<file path="config.mk">
export PLATFORM = sky130hd
export DESIGN_NAME = dbt_alloc_engine
export DESIGN_NICKNAME = d
export VERILOG_FILES = /design/src/rtl/dbt_pkg.sv /design/src/rtl/dbt_timer_bank.sv /design/src/rtl/dbt_map.sv /design/src/rtl/dbt_mode_regs.sv /design/src/rtl/dbt_alloc_engine.sv
export SDC_FILE = /design/constraint.sdc
export NUM_CORES = 1
export LEC_CHECK = 0
export ABC_AREA = 1
export BUFFER_PORTS_ARGS = -buffer_cell sky130_fd_sc_hd__buf_2
export CAP_MARGIN = 5
export CORE_UTILIZATION = 55
export DETAILED_ROUTE_END_ITERATION = 10
export PLACE_DENSITY = 0.77
export RECOVER_POWER = 100
export SLEW_MARGIN = 20
export SYNTH_ARGS = -nofsm -noshare
export SYNTH_HDL_FRONTEND = slang
export SYNTH_SLANG_ARGS = --single-unit
</file>
<file path="constraint.sdc">
create_clock -name clk -period 6.4 [get_ports clk]
set_input_delay 0.64 -clock clk [delete_from_list [all_inputs] [get_ports clk]]
set_output_delay 0.64 -clock clk [all_outputs]
set_load 0.01 [all_outputs]
</file>
<file path="src/rtl/dbt_pkg.sv">
package dbt_pkg;

    // Two select bits per input give three usable timers plus "off".
    localparam int unsigned TSEL_W     = 2;
    localparam int unsigned NUM_TIMERS = (1 << TSEL_W) - 1;

    typedef enum logic [2:0] {
        ST_IDLE,
        ST_RELEASE,
        ST_MATCH,
        ST_CLAIM,
        ST_COMMIT,
        ST_DISABLE,
        ST_RESPOND
    } dbt_state_t;

    typedef enum logic [2:0] {
        RC_OK         = 3'd0,
        RC_EXHAUSTED  = 3'd1,
        RC_NO_TIMER   = 3'd2,
        RC_USERS_FULL = 3'd3,
        RC_BAD_INDEX  = 3'd4
    } dbt_code_t;

endpackage

</file>
<file path="src/rtl/dbt_timer_bank.sv">
module dbt_timer_bank
    import dbt_pkg::*;
#(
    parameter int unsigned CYC_W = 32,
    parameter int unsigned CNT_W = 4
) (
    input  logic                          clk,
    input  logic                          rst_n,
    input  logic                          load_en,
    input  logic [TSEL_W-1:0]             load_sel,
    input  logic [CYC_W-1:0]              load_val,
    input  logic                          inc_en,
    input  logic [TSEL_W-1:0]             inc_sel,
    input  logic                          dec_en,
    input  logic [TSEL_W-1:0]             dec_sel,
    input  logic [CYC_W-1:0]              cmp_val,
    output logic [NUM_TIMERS*CYC_W-1:0]   period_flat,
    output logic [NUM_TIMERS*CNT_W-1:0]   users_flat,
    output logic                          hit_any,
    output logic [TSEL_W-1:0]             hit_sel,
    output logic                          free_any,
    output logic [TSEL_W-1:0]             free_sel,
    output logic [NUM_TIMERS-1:0]         full_vec
);

    logic [NUM_TIMERS-1:0] hit_vec;
    logic [NUM_TIMERS-1:0] free_vec;

    for (genvar g = 0; g < NUM_TIMERS; g++) begin : g_tmr
        localparam logic [TSEL_W-1:0] TID = TSEL_W'(g + 1);

        logic [CYC_W-1:0] period_q;
        logic [CNT_W-1:0] users_q;

        always_ff @(posedge clk or negedge rst_n) begin
            if (!rst_n) begin
                period_q <= '0;
            end else if (load_en && (load_sel == TID)) begin
                period_q <= load_val;
            end
        end

        always_ff @(posedge clk or negedge rst_n) begin
            if (!rst_n) begin
                users_q <= '0;
            end else if (inc_en && (inc_sel == TID)) begin
                users_q <= users_q + 1'b1;
            end else if (dec_en && (dec_sel == TID)) begin
                users_q <= users_q - 1'b1;
            end
        end

        assign hit_vec[g]  = (period_q == cmp_val);
        assign free_vec[g] = (users_q == '0);
        assign full_vec[g] = &users_q;

        assign period_flat[g*CYC_W +: CYC_W] = period_q;
        assign users_flat[g*CNT_W +: CNT_W]  = users_q;
    end

    // Lowest-numbered candidate wins in both searches.
    always_comb begin
        hit_sel  = '0;
        free_sel = '0;
        for (int k = NUM_TIMERS - 1; k >= 0; k--) begin
            if (hit_vec[k]) begin
                hit_sel = TSEL_W'(k + 1);
            end
            if (free_vec[k]) begin
                free_sel = TSEL_W'(k + 1);
            end
        end
    end

    assign hit_any  = |hit_vec;
    assign free_any = |free_vec;

endmodule

</file>
<file path="src/rtl/dbt_map.sv">
module dbt_map
    import dbt_pkg::*;
#(
    parameter int unsigned NUM_IN = 32,
    localparam int unsigned MAP_IW = $clog2(NUM_IN)
) (
    input  logic                     clk,
    input  logic                     rst_n,
    input  logic                     wr_en,
    input  logic [MAP_IW-1:0]        wr_idx,
    input  logic [TSEL_W-1:0]        wr_val,
    input  logic [MAP_IW-1:0]        rd_idx,
    output logic [TSEL_W-1:0]        rd_val,
    output logic [NUM_IN*TSEL_W-1:0] map_flat
);

    logic [TSEL_W-1:0] ent_q [NUM_IN];

    for (genvar g = 0; g < NUM_IN; g++) begin : g_ent
        always_ff @(posedge clk or negedge rst_n) begin
            if (!rst_n) begin
                ent_q[g] <= '0;
            end else if (wr_en && (wr_idx == MAP_IW'(g))) begin
                ent_q[g] <= wr_val;
            end
        end
        assign map_flat[g*TSEL_W +: TSEL_W] = ent_q[g];
    end

    assign rd_val = ent_q[rd_idx];

endmodule

</file>
<file path="src/rtl/dbt_mode_regs.sv">
module dbt_mode_regs
    import dbt_pkg::*;
#(
    parameter int unsigned NUM_IN = 32,
    localparam int unsigned MAP_IW = $clog2(NUM_IN)
) (
    input  logic              clk,
    input  logic              rst_n,
    input  logic              wr_en,
    input  logic [MAP_IW-1:0] wr_idx,
    input  logic [TSEL_W-1:0] wr_mode,
    output logic [NUM_IN-1:0] sel_hi,
    output logic [NUM_IN-1:0] sel_lo
);

    // The upper select vector holds bit 1 of the timer number and the
    // lower one bit 0; the filters decode the pair in that order.
    for (genvar g = 0; g < NUM_IN; g++) begin : g_bit
        always_ff @(posedge clk or negedge rst_n) begin
            if (!rst_n) begin
                sel_hi[g] <= 1'b0;
                sel_lo[g] <= 1'b0;
            end else if (wr_en && (wr_idx == MAP_IW'(g))) begin
                sel_hi[g] <= wr_mode[1];
                sel_lo[g] <= wr_mode[0];
            end
        end
    end

endmodule

</file>
<file path="src/rtl/dbt_alloc_engine.sv">
module dbt_alloc_engine
    import dbt_pkg::*;
#(
    parameter int unsigned NUM_IN = 32,
    parameter int unsigned IDX_W  = 6,
    parameter int unsigned CYC_W  = 32,
    parameter int unsigned CNT_W  = 4
) (
    input  logic                        clk,
    input  logic                        rst_n,
    input  logic                        req_valid,
    input  logic [IDX_W-1:0]            req_index,
    input  logic [CYC_W-1:0]            req_cycles,
    output logic                        busy,
    output logic                        rsp_valid,
    output logic [2:0]                  rsp_code,
    output logic [TSEL_W-1:0]           rsp_timer,
    output logic [NUM_TIMERS*CYC_W-1:0] timer_period,
    output logic [NUM_IN-1:0]           sel_hi,
    output logic [NUM_IN-1:0]           sel_lo
);

    localparam int unsigned MAP_IW = $clog2(NUM_IN);
    localparam logic [IDX_W:0] IDX_LIMIT = (IDX_W + 1)'(NUM_IN);

    dbt_state_t state_q, state_d;

    logic [MAP_IW-1:0]  idx_q;
    logic [CYC_W-1:0]   cyc_q;
    dbt_code_t          code_q, code_d;
    logic               code_set;
    logic [TSEL_W-1:0]  pick_q, pick_d;
    logic               pick_set;

    logic               map_wr_en;
    logic [TSEL_W-1:0]  map_wr_val;
    logic [TSEL_W-1:0]  cur_map;
    logic [NUM_IN*TSEL_W-1:0] map_flat;

    logic               mode_wr_en;
    logic [TSEL_W-1:0]  mode_wr_val;

    logic               load_en;
    logic [TSEL_W-1:0]  load_sel;
    logic               inc_en;
    logic               dec_en;
    logic [TSEL_W-1:0]  dec_sel;

    logic [NUM_TIMERS*CNT_W-1:0] users_flat;
    logic               hit_any, free_any;
    logic [TSEL_W-1:0]  hit_sel, free_sel;
    logic [NUM_TIMERS-1:0] full_vec;
    logic               pick_full;
    logic               in_range;
    logic               accept;

    assign in_range = ({1'b0, req_index} < IDX_LIMIT);
    assign accept   = (state_q == ST_IDLE) && req_valid;

    // ------------------------------------------------------------------
    // Storage
    // ------------------------------------------------------------------
    dbt_timer_bank #(
        .CYC_W (CYC_W),
        .CNT_W (CNT_W)
    ) u_timers (
        .clk         (clk),
        .rst_n       (rst_n),
        .load_en     (load_en),
        .load_sel    (load_sel),
        .load_val    (cyc_q),
        .inc_en      (inc_en),
        .inc_sel     (pick_q),
        .dec_en      (dec_en),
        .dec_sel     (dec_sel),
        .cmp_val     (cyc_q),
        .period_flat (timer_period),
        .users_flat  (users_flat),
        .hit_any     (hit_any),
        .hit_sel     (hit_sel),
        .free_any    (free_any),
        .free_sel    (free_sel),
        .full_vec    (full_vec)
    );

    dbt_map #(
        .NUM_IN (NUM_IN)
    ) u_map (
        .clk      (clk),
        .rst_n    (rst_n),
        .wr_en    (map_wr_en),
        .wr_idx   (idx_q),
        .wr_val   (map_wr_val),
        .rd_idx   (idx_q),
        .rd_val   (cur_map),
        .map_flat (map_flat)
    );

    dbt_mode_regs #(
        .NUM_IN (NUM_IN)
    ) u_modes (
        .clk     (clk),
        .rst_n   (rst_n),
        .wr_en   (mode_wr_en),
        .wr_idx  (idx_q),
        .wr_mode (mode_wr_val),
        .sel_hi  (sel_hi),
        .sel_lo  (sel_lo)
    );

    always_comb begin
        pick_full = 1'b0;
        for (int k = 0; k < NUM_TIMERS; k++) begin
            if (pick_q == TSEL_W'(k + 1)) begin
                pick_full = full_vec[k];
            end
        end
    end

    // ------------------------------------------------------------------
    // State register
    // ------------------------------------------------------------------
    always_ff @(posedge clk or negedge rst_n) begin
        if (!rst_n) begin
            state_q <= ST_IDLE;
        end else begin
            state_q <= state_d;
        end
    end

    // Request capture and result registers
    always_ff @(posedge clk or negedge rst_n) begin
        if (!rst_n) begin
            idx_q  <= '0;
            cyc_q  <= '0;
            code_q <= RC_OK;
            pick_q <= '0;
        end else begin
            if (accept) begin
                idx_q  <= req_index[MAP_IW-1:0];
                cyc_q  <= req_cycles;
                pick_q <= '0;
            end
            if (pick_set) begin
                pick_q <= pick_d;
            end
            if (code_set) begin
                code_q <= code_d;
            end
        end
    end

    // ------------------------------------------------------------------
    // Next state
    // ------------------------------------------------------------------
    always_comb begin
        state_d = state_q;
        unique case (state_q)
            ST_IDLE: begin
                if (req_valid) begin
                    if (!in_range) begin
                        state_d = ST_RESPOND;
                    end else if (req_cycles == '0) begin
                        state_d = ST_DISABLE;
                    end else begin
                        state_d = ST_RELEASE;
                    end
                end
            end
            ST_RELEASE: state_d = ST_MATCH;
            ST_MATCH:   state_d = hit_any ? ST_COMMIT : ST_CLAIM;
            ST_CLAIM:   state_d = free_any ? ST_COMMIT : ST_RESPOND;
            ST_COMMIT:  state_d = ST_RESPOND;
            ST_DISABLE: state_d = ST_RESPOND;
            ST_RESPOND: state_d = ST_IDLE;
            default:    state_d = ST_IDLE;
        endcase
    end

    // ------------------------------------------------------------------
    // Outputs and write strobes
    // ------------------------------------------------------------------
    always_comb begin
        busy        = (state_q != ST_IDLE);
        rsp_valid   = (state_q == ST_RESPOND);
        rsp_code    = code_q;
        rsp_timer   = (code_q == RC_OK) ? pick_q : '0;

        code_set    = 1'b0;
        code_d      = code_q;
        pick_set    = 1'b0;
        pick_d      = pick_q;
        map_wr_en   = 1'b0;
        map_wr_val  = '0;
        mode_wr_en  = 1'b0;
        mode_wr_val = '0;
        load_en     = 1'b0;
        load_sel    = '0;
        inc_en      = 1'b0;
        dec_en      = 1'b0;
        dec_sel     = cur_map;

        unique case (state_q)
            ST_IDLE: begin
                if (req_valid && !in_range) begin
                    code_set = 1'b1;
                    code_d   = RC_BAD_INDEX;
                end
            end
            ST_RELEASE: begin
                if (cur_map != '0) begin
                    dec_en     = 1'b1;
                    map_wr_en  = 1'b1;
                    map_wr_val = '0;
                end
            end
            ST_MATCH: begin
                if (hit_any) begin
                    pick_set = 1'b1;
                    pick_d   = hit_sel;
                end
            end
            ST_CLAIM: begin
                if (free_any) begin
                    load_en  = 1'b1;
                    load_sel = free_sel;
                    pick_set = 1'b1;
                    pick_d   = free_sel;
                end else begin
                    mode_wr_en  = 1'b1;
                    mode_wr_val = '0;
                    code_set    = 1'b1;
                    code_d      = RC_EXHAUSTED;
                end
            end
            ST_COMMIT: begin
                code_set = 1'b1;
                if (pick_full) begin
                    mode_wr_en  = 1'b1;
                    mode_wr_val = '0;
                    code_d      = RC_USERS_FULL;
                end else begin
                    map_wr_en   = 1'b1;
                    map_wr_val  = pick_q;
                    inc_en      = 1'b1;
                    mode_wr_en  = 1'b1;
                    mode_wr_val = pick_q;
                    code_d      = RC_OK;
                end
            end
            ST_DISABLE: begin
                code_set = 1'b1;
                if (cur_map == '0) begin
                    code_d = RC_NO_TIMER;
                end else begin
                    dec_en      = 1'b1;
                    map_wr_en   = 1'b1;
                    map_wr_val  = '0;
                    mode_wr_en  = 1'b1;
                    mode_wr_val = '0;
                    code_d      = RC_OK;
                end
            end
            ST_RESPOND: begin
            end
            default: begin
            end
        endcase
    end

endmodule

</file>
# Word level (Yosys, flattened, before mapping)
# Cells that the tools add are included.
[classes]
n_addsub = 6
n_lt_le_gt_ge = 2
eq_ne = 55
mux = 53
n_bitwise = 1
reduce_logical = 99
[op_table]
columns = ["operator", "n"]
rows = [
  ["== test 32 bit", 3],
  ["== test 5 bit, second input constant", 16],
  ["logical AND 1 bit", 75],
  ["== test 5 x 4 -> 1 bit, second input constant", 8],
  ["2-to-1 mux 2 bit", 20],
  ["zero test 32 bit", 1],
  ["2-to-1 mux 4 bit", 6],
  ["== test 5 x 3 -> 1 bit, second input constant", 4],
  ["AND reduction 4 bit", 5],
  ["2-to-1 mux 3 bit", 6],
  ["case mux 3 bit (5 select lines)", 1],
  ["adder 4 x 1 -> 4 bit, second input constant", 3],
  ["== test 2 bit, second input constant", 6],
  ["zero test 4 bit", 3],
  ["2-to-1 mux 1 bit", 12],
  ["case mux 3 bit (4 select lines)", 1],
  ["subtractor 4 x 1 -> 4 bit, second input constant", 3],
  ["binary-select mux 2 bit (select 5 bit)", 1],
  ["== test 5 x 2 -> 1 bit, second input constant", 2],
  ["nonzero test 2 bit", 5],
  ["== test 3 bit, second input constant", 3],
  ["case mux 1 bit (3 select lines)", 3],
  ["== test 2 x 1 -> 1 bit, second input constant", 3],
  ["== test 3 x 2 -> 1 bit, second input constant", 2],
  ["19 further kinds", 24],
]
[totals]
regBits = 281
inputBits = 41
out_inout_bits = 167

# Longest topological paths before layout
[depth]
depth_word = 10
depth_mapped = 18
depth_no_buf = 15

# Cells and area by module
# From an unflattened synthesis, not the netlist that was laid out.
[unflattened]
hier_cells = 1758
hier_area_um2 = 13965.9
[modules_own_cells]
columns = ["module", "instances", "cells_each", "area_per_inst_um2", "seq_area_each_um2"]
rows = [
  ["dbt_timer_bank", 1, 726, 5779.3, 2702.6],
  ["dbt_map", 1, 420, 3206.8, 1601.5],
  ["dbt_mode_regs", 1, 346, 2840.2, 1601.5],
  ["dbt_alloc_engine", 1, 266, 2139.6, 1126.1],
]

# Worst setup path after synthesis
# Ideal clock, no wire load.
[synth_timing]
path_type = "reg-to-reg"
startpoint = "register pick_q[0]"
endpoint = "register u_timers.g_tmr[2].users_q[3]"
setup_time_ns = 0.119
arrival_ns = 2.197
setup_slack_ns = 4.085
stages_incl_launch_ff = 13
synth_period_minus_slack_ns = 2.315
path_cell_list = "dfrtp_1 inv_2 nor2_1 nand3_1 o21ai_1 nor2_2 nand3_1 ha_1 nand2_1 o21ai_0 xor3_1 nand2_1 nand2_1"
[synth_between]
elab_chain_len = 8
elab_cells_between_ends = 11
classes_between = "3 x eq/ne; 6 x mux; 2 x reduce/logical"
[synth_rtl]
columns = ["element", "line", "rtl"]
rows = [
  ["start, declared", "dbt_alloc_engine.sv:32", "logic [TSEL_W-1:0] pick_q, pick_d;"],
  ["start signal, assigned", "dbt_alloc_engine.sv:145", "pick_q <= pick_d;"],
  ["== test 2 x 1 -> 1 bit", "dbt_alloc_engine.sv:114", "if (pick_q == TSEL_W'(k + 1)) begin"],
  ["2-to-1 mux 1 bit (3 in series)", "dbt_alloc_engine.sv:114", ""],
  ["2-to-1 mux 1 bit", "dbt_alloc_engine.sv:238", "if (pick_full) begin"],
  ["2-to-1 mux 1 bit", "dbt_alloc_engine.sv:203", "unique case (state_q)"],
  ["logical AND 1 bit *", "dbt_timer_bank.sv:46", "end else if (inc_en && (inc_sel == TID)) begin"],
  ["2-to-1 mux 4 bit or nonzero test 2 bit (tied branches)", "-", ""],
  ["end signal, assigned", "dbt_timer_bank.sv:47", "users_q <= users_q + 1'b1;"],
  ["end signal, assigned", "dbt_timer_bank.sv:49", "users_q <= users_q - 1'b1;"],
  ["end, declared", "dbt_timer_bank.sv:33", "logic [CNT_W-1:0] users_q;"],
]
# Every way passes the cells marked *; elsewhere a longest branch is shown, timed or not.
# A chain may end at the register's enable or synchronous reset.

# Final worst setup path
[layout_timing]
startpoint = "register idx_q[0]"
endpoint = "register u_map.ent_q, in the netlist u_map.map_flat[0]"
[layout_between]
elab_chain_len = 8
elab_cells_between_ends = 11
classes_between = "6 x mux; 1 x bitwise; 4 x reduce/logical"
[layout_rtl]
columns = ["element", "line", "rtl"]
rows = [
  ["start, declared", "dbt_alloc_engine.sv:28", "logic [MAP_IW-1:0] idx_q;"],
  ["start signal, assigned", "dbt_alloc_engine.sv:140", "idx_q <= req_index[MAP_IW-1:0];"],
  ["NOT 5 -> 6 bit (not written as such)", "dbt_map.sv:30", "assign rd_val = ent_q[rd_idx];"],
  ["binary-select mux 2 bit (select 5 bit)", "dbt_map.sv:30", ""],
  ["2-to-1 mux 2 bit (not written as such) (2 in series)", "dbt_map.sv:30", ""],
  ["zero test 2 bit or nonzero test 2 bit (tied branches)", "dbt_alloc_engine.sv:253, dbt_alloc_engine.sv:211", ""],
  ["2-to-1 mux 1 bit (on tied branches)", "dbt_alloc_engine.sv:253, dbt_alloc_engine.sv:211", ""],
  ["case mux 1 bit (3 select lines)", "dbt_alloc_engine.sv:203", ""],
  ["logical AND 1 bit *", "dbt_map.sv:23", "end else if (wr_en && (wr_idx == MAP_IW'(g))) begin"],
  ["end signal, assigned by index", "dbt_map.sv:24", "ent_q[g] <= wr_val;"],
  ["end, declared", "dbt_map.sv:17", "logic [TSEL_W-1:0] ent_q [NUM_IN];"],
]
# Every way passes the cells marked *; elsewhere a longest branch is shown, timed or not. The select of a mux whose other input is x is not followed.

==> results_dict.tcl <==
set metrics [dict create \
    outcome "finished with violations" \
    violations "max-capacitance violations, max-slew violations" \
    drt_iter0_drc 1221 \
    synth_area_per_cell_um2 7.990 \
    startpoint "idx_q[0]$_DFFE_PN0P_" \
    ys.warnings.count 0 \
    clkTransAtPathRegs_ns 0.06 \
    wl_per_cell_um 16.17 \
    core-area_um2 24460 \
    power.density_nw_per_um2 485.5 \
    yosys_register_bits 281 \
    post-route-min-period_ns 4.525 \
    reg2reg_from "idx_q[0]$_DFFE_PN0P_" \
    start_util_pct 56.51 \
    overflow 0 \
    dieArea_um2 25770 \
    setup_viol 0 \
    io_buffer_count 207 \
    yosysSeqAreaShare_pct 50.87 \
    min_path_type "input port to flop" \
    criticalPathCategory "flop to flop" \
    vias_per_cell 5.438 \
    num_io_pins 208 \
    cp-endpoint "u_map.map_flat[0]$_DFFE_PN0P_" \
    die_w_um 160.5 \
    required_ns 6.85 \
    cp_max_fo 54 \
    grt_pass1_vias 11266 \
    vias 12153 \
    reg2reg_depth 13 \
    peakVddDrop_mv 0.3214 \
    wl_mm 36.13 \
    antenna_found_initial 0 \
    rsz0062_at_grt "false" \
    hold_violations 0 \
    synth_cell_types 35 \
    final_util_pct 63.94 \
    drc_errors 0 \
    cts_buffers 31 \
    clock_sinks 281 \
    arrival_ns 4.98 \
    maxCapViolations 6 \
    ctsHoldBuffers 0 \
    synth_area_um2 13820 \
    startpoint_type "flop" \
    clock_path_buffers 3 \
    die_height_um 160.5 \
    fmax_mhz 221.0 \
    worst_slew_pin_slew_ns 3.172 \
    clk_latency_ns 0.57 \
    cts_resized 0 \
    htreeDepth 1 \
    drive_gt1_share_pct 5.808 \
    post-route-period-util_pct 70.71 \
    clock-skew-final_ns 0.02004 \
    gp_congestion 0.8864 \
    rows 57 \
    r2r_slack_ns 1.87 \
    setup_tns_ns 0 \
    dpl_cell_area_um2 14930 \
    post-dp-hpwl_mm 24.63 \
    cts_root_buffer "clkbuf_16" \
    hold_depth 3 \
    final_max_slew_viol_count 429 \
    grt_pass1_wl_mm 57.88 \
    grt_util_all_layers_pct 27.90 \
    synthesis.nets 1780 \
    areaGrowthSynthToFinish_pct 13.14 \
    post_cts_buffers 0 \
    r2r-end "u_map.map_flat[0]$_DFFE_PN0P_" \
    synthCells 1730 \
    grt_max_degree 156 \
    fin_area_um2 15640 \
    crit_path_end_kind "flop" \
    nets 1936 \
    leakagePower_nw 7.777 \
    ant_nets 0 \
    num_antenna_cells 0 \
    cts_tree "done" \
    slew_headroom_pct -111.5 \
    dr.pass1.iters 7 \
]
-- worst min-delay path by stage --
stage / startpoint / endpoint / slack [ns]
floorplan: rst_n / cyc_q[0]$_DFFE_PN0P_ / 0.34
global placement: u_modes.sel_lo[13]$_DFFE_PN0P_ / u_modes.sel_lo[13]$_DFFE_PN0P_ / 0.45
detailed placement: u_modes.sel_hi[18]$_DFFE_PN0P_ / u_modes.sel_hi[18]$_DFFE_PN0P_ / 0.45
CTS: rst_n / u_timers.g_tmr[1].period_q[15]$_DFFE_PN0P_ / 0.20
global route: req_index[2] / idx_q[2]$_DFFE_PN0P_ / 0.31
finish: req_cycles[25] / cyc_q[25]$_DFFE_PN0P_ / 0.30
-- flip-flops by register name, summed over array words and instances, names as in the netlist --
name and cells:
u_map.map_flat 64, idx_q 5, u_timers.g_tmr.users_q 12, state_q 3, u_modes.sel_lo 32, cyc_q 32
u_modes.sel_hi 32, rsp_code 3, pick_q 2, u_timers.g_tmr.period_q 96
-- cell type report --
class / instances / area (um2)
multi-input cells: 1258 / 5879
repair buffers: 214 / 882.1
fillers: 2155 / 8822
clock inverters: 12 / 133.9
flip-flops and latches: 281 / 7032
well taps: 324 / 405.4
clock buffers: 46 / 932.1
inverters: 100 / 375.4
-- layout by cell type, fill, tap and decap left out --
cell | Yosys | routed
inv_1 | 92 | 93
nand3_1 | 64 | 83
nor2_1 | 96 | 97
nor2_2 | 4 | 2
a211oi_1 | 1 | 1
inv_2 | 5 | 4
xor2_1 | 4 | 4
o211a_1 | 1 | 1
nor4_1 | 3 | 3
clkinv_2 | 0 | 6
o21ai_0 | 108 | 108
o21ai_1 | 1 | 1
clkbuf_2 | 0 | 2
fa_1 | 3 | 3
clkinv_4 | 0 | 1
xor3_1 | 2 | 2
clkbuf_1 | 54 | 174
inv_16 | 0 | 1
buf_2 | 18 | 39
buf_12 | 0 | 1
clkinv_1 | 3 | 3
o2111ai_1 | 1 | 1
nand2_2 | 2 | 2
nor3_1 | 35 | 36
nor2_4 | 2 | 3
o21a_1 | 1 | 1
ha_1 | 6 | 6
nand4_1 | 55 | 55
buf_4 | 9 | 3
nand3_2 | 21 | 2
nand2_1 | 714 | 714
a31oi_1 | 2 | 2
dfrtp_1 | 281 | 281
xnor2_1 | 88 | 88
clkbuf_8 | 0 | 10
clkbuf_16 | 0 | 31
bufinv_16 | 0 | 2
o211ai_1 | 1 | 1
clkinvlp_4 | 0 | 2
a21oi_1 | 42 | 42
-- synth_stat cells, drive strengths merged --
cell	count	area (um2)
o2111ai	1	8.760
o21a	1	7.510
clkinv	3	11.26
inv	97	364.1
a31oi	2	12.51
nand2	716	2693
o21ai	109	545.5
a211oi	1	7.510
o211ai	1	7.510
nor2	102	407.9
dfrtp	281	7032
xor2	4	35.03
nand3	85	530.5
nor3	36	185.2
ha	6	75.07
o211a	1	10.01
fa	3	60.06
clkbuf	54	202.7
nor4	3	18.77
nand4	55	344.1
xnor2	88	770.7
buf	37	236.5
a21oi	42	210.2
xor3	2	47.55
-- stage by stage --
| step | total power, mW | setup slack [ns] | hold WS [ns] | cells |
|---|---|---|---|---|
| CTS | 7.713 | 3.018 | 0.2006 | 2235 |
| global placement | 5.760 | 3.128 | 0.4525 | 2177 |
| detailed placement | 5.859 | 3.063 | 0.4532 | 2177 |
| global route | 8.069 | 1.429 | 0.3109 | 2235 |
| floorplan | 4.984 | 4.085 | 0.3444 | 1730 |
| finish | 7.593 | 1.875 | 0.3001 | 2235 |
-- kinds of logic after synthesis --
kind of cell | count (synthesis) | share of synthesized area [%]
and+or+nand+nor | 997 | 30.23
DFF | 281 | 50.87
buffers and inverters | 191 | 5.892
AOI/OAI and AO/OA | 158 | 5.856
xor gates and xnor gates | 94 | 6.173
adders and majority gates | 9 | 0.9776
-- per-layer routing --
metal	up-vias	part of all wire, %	global-route usage [%]
li1	5814	-	-
met1	5794	42	38.87
met5	-	0	0
met3	81	6.9	3.848
met2	464	48	45.38
met4	0	3.1	8.788
-- critical path, cell delays in order, from the launching register on --
cell	delay (ns)
dfrtp_1	0.84
inv_1	0.53
nor2_1	0.46
nand2_1	0.09
nand2_1	0.08
nor2_1	0.06
nor2_1	0.09
nor2_1	0.05
nand2_1	0.09
nand3_1	0.12
nand3_1	1.51
nand2_1	0.25
nand2_1	0.17
nand2_1	0.06
-- report_power, final --
part	total, mW	switching, mW	internal (mW)
logic	2.86	1.86	0.994
clock network	1.83	0.739	1.09
registers	2.91	0.627	2.28
total	7.59	3.23	4.37
Power figures use the tool's default switching activity.
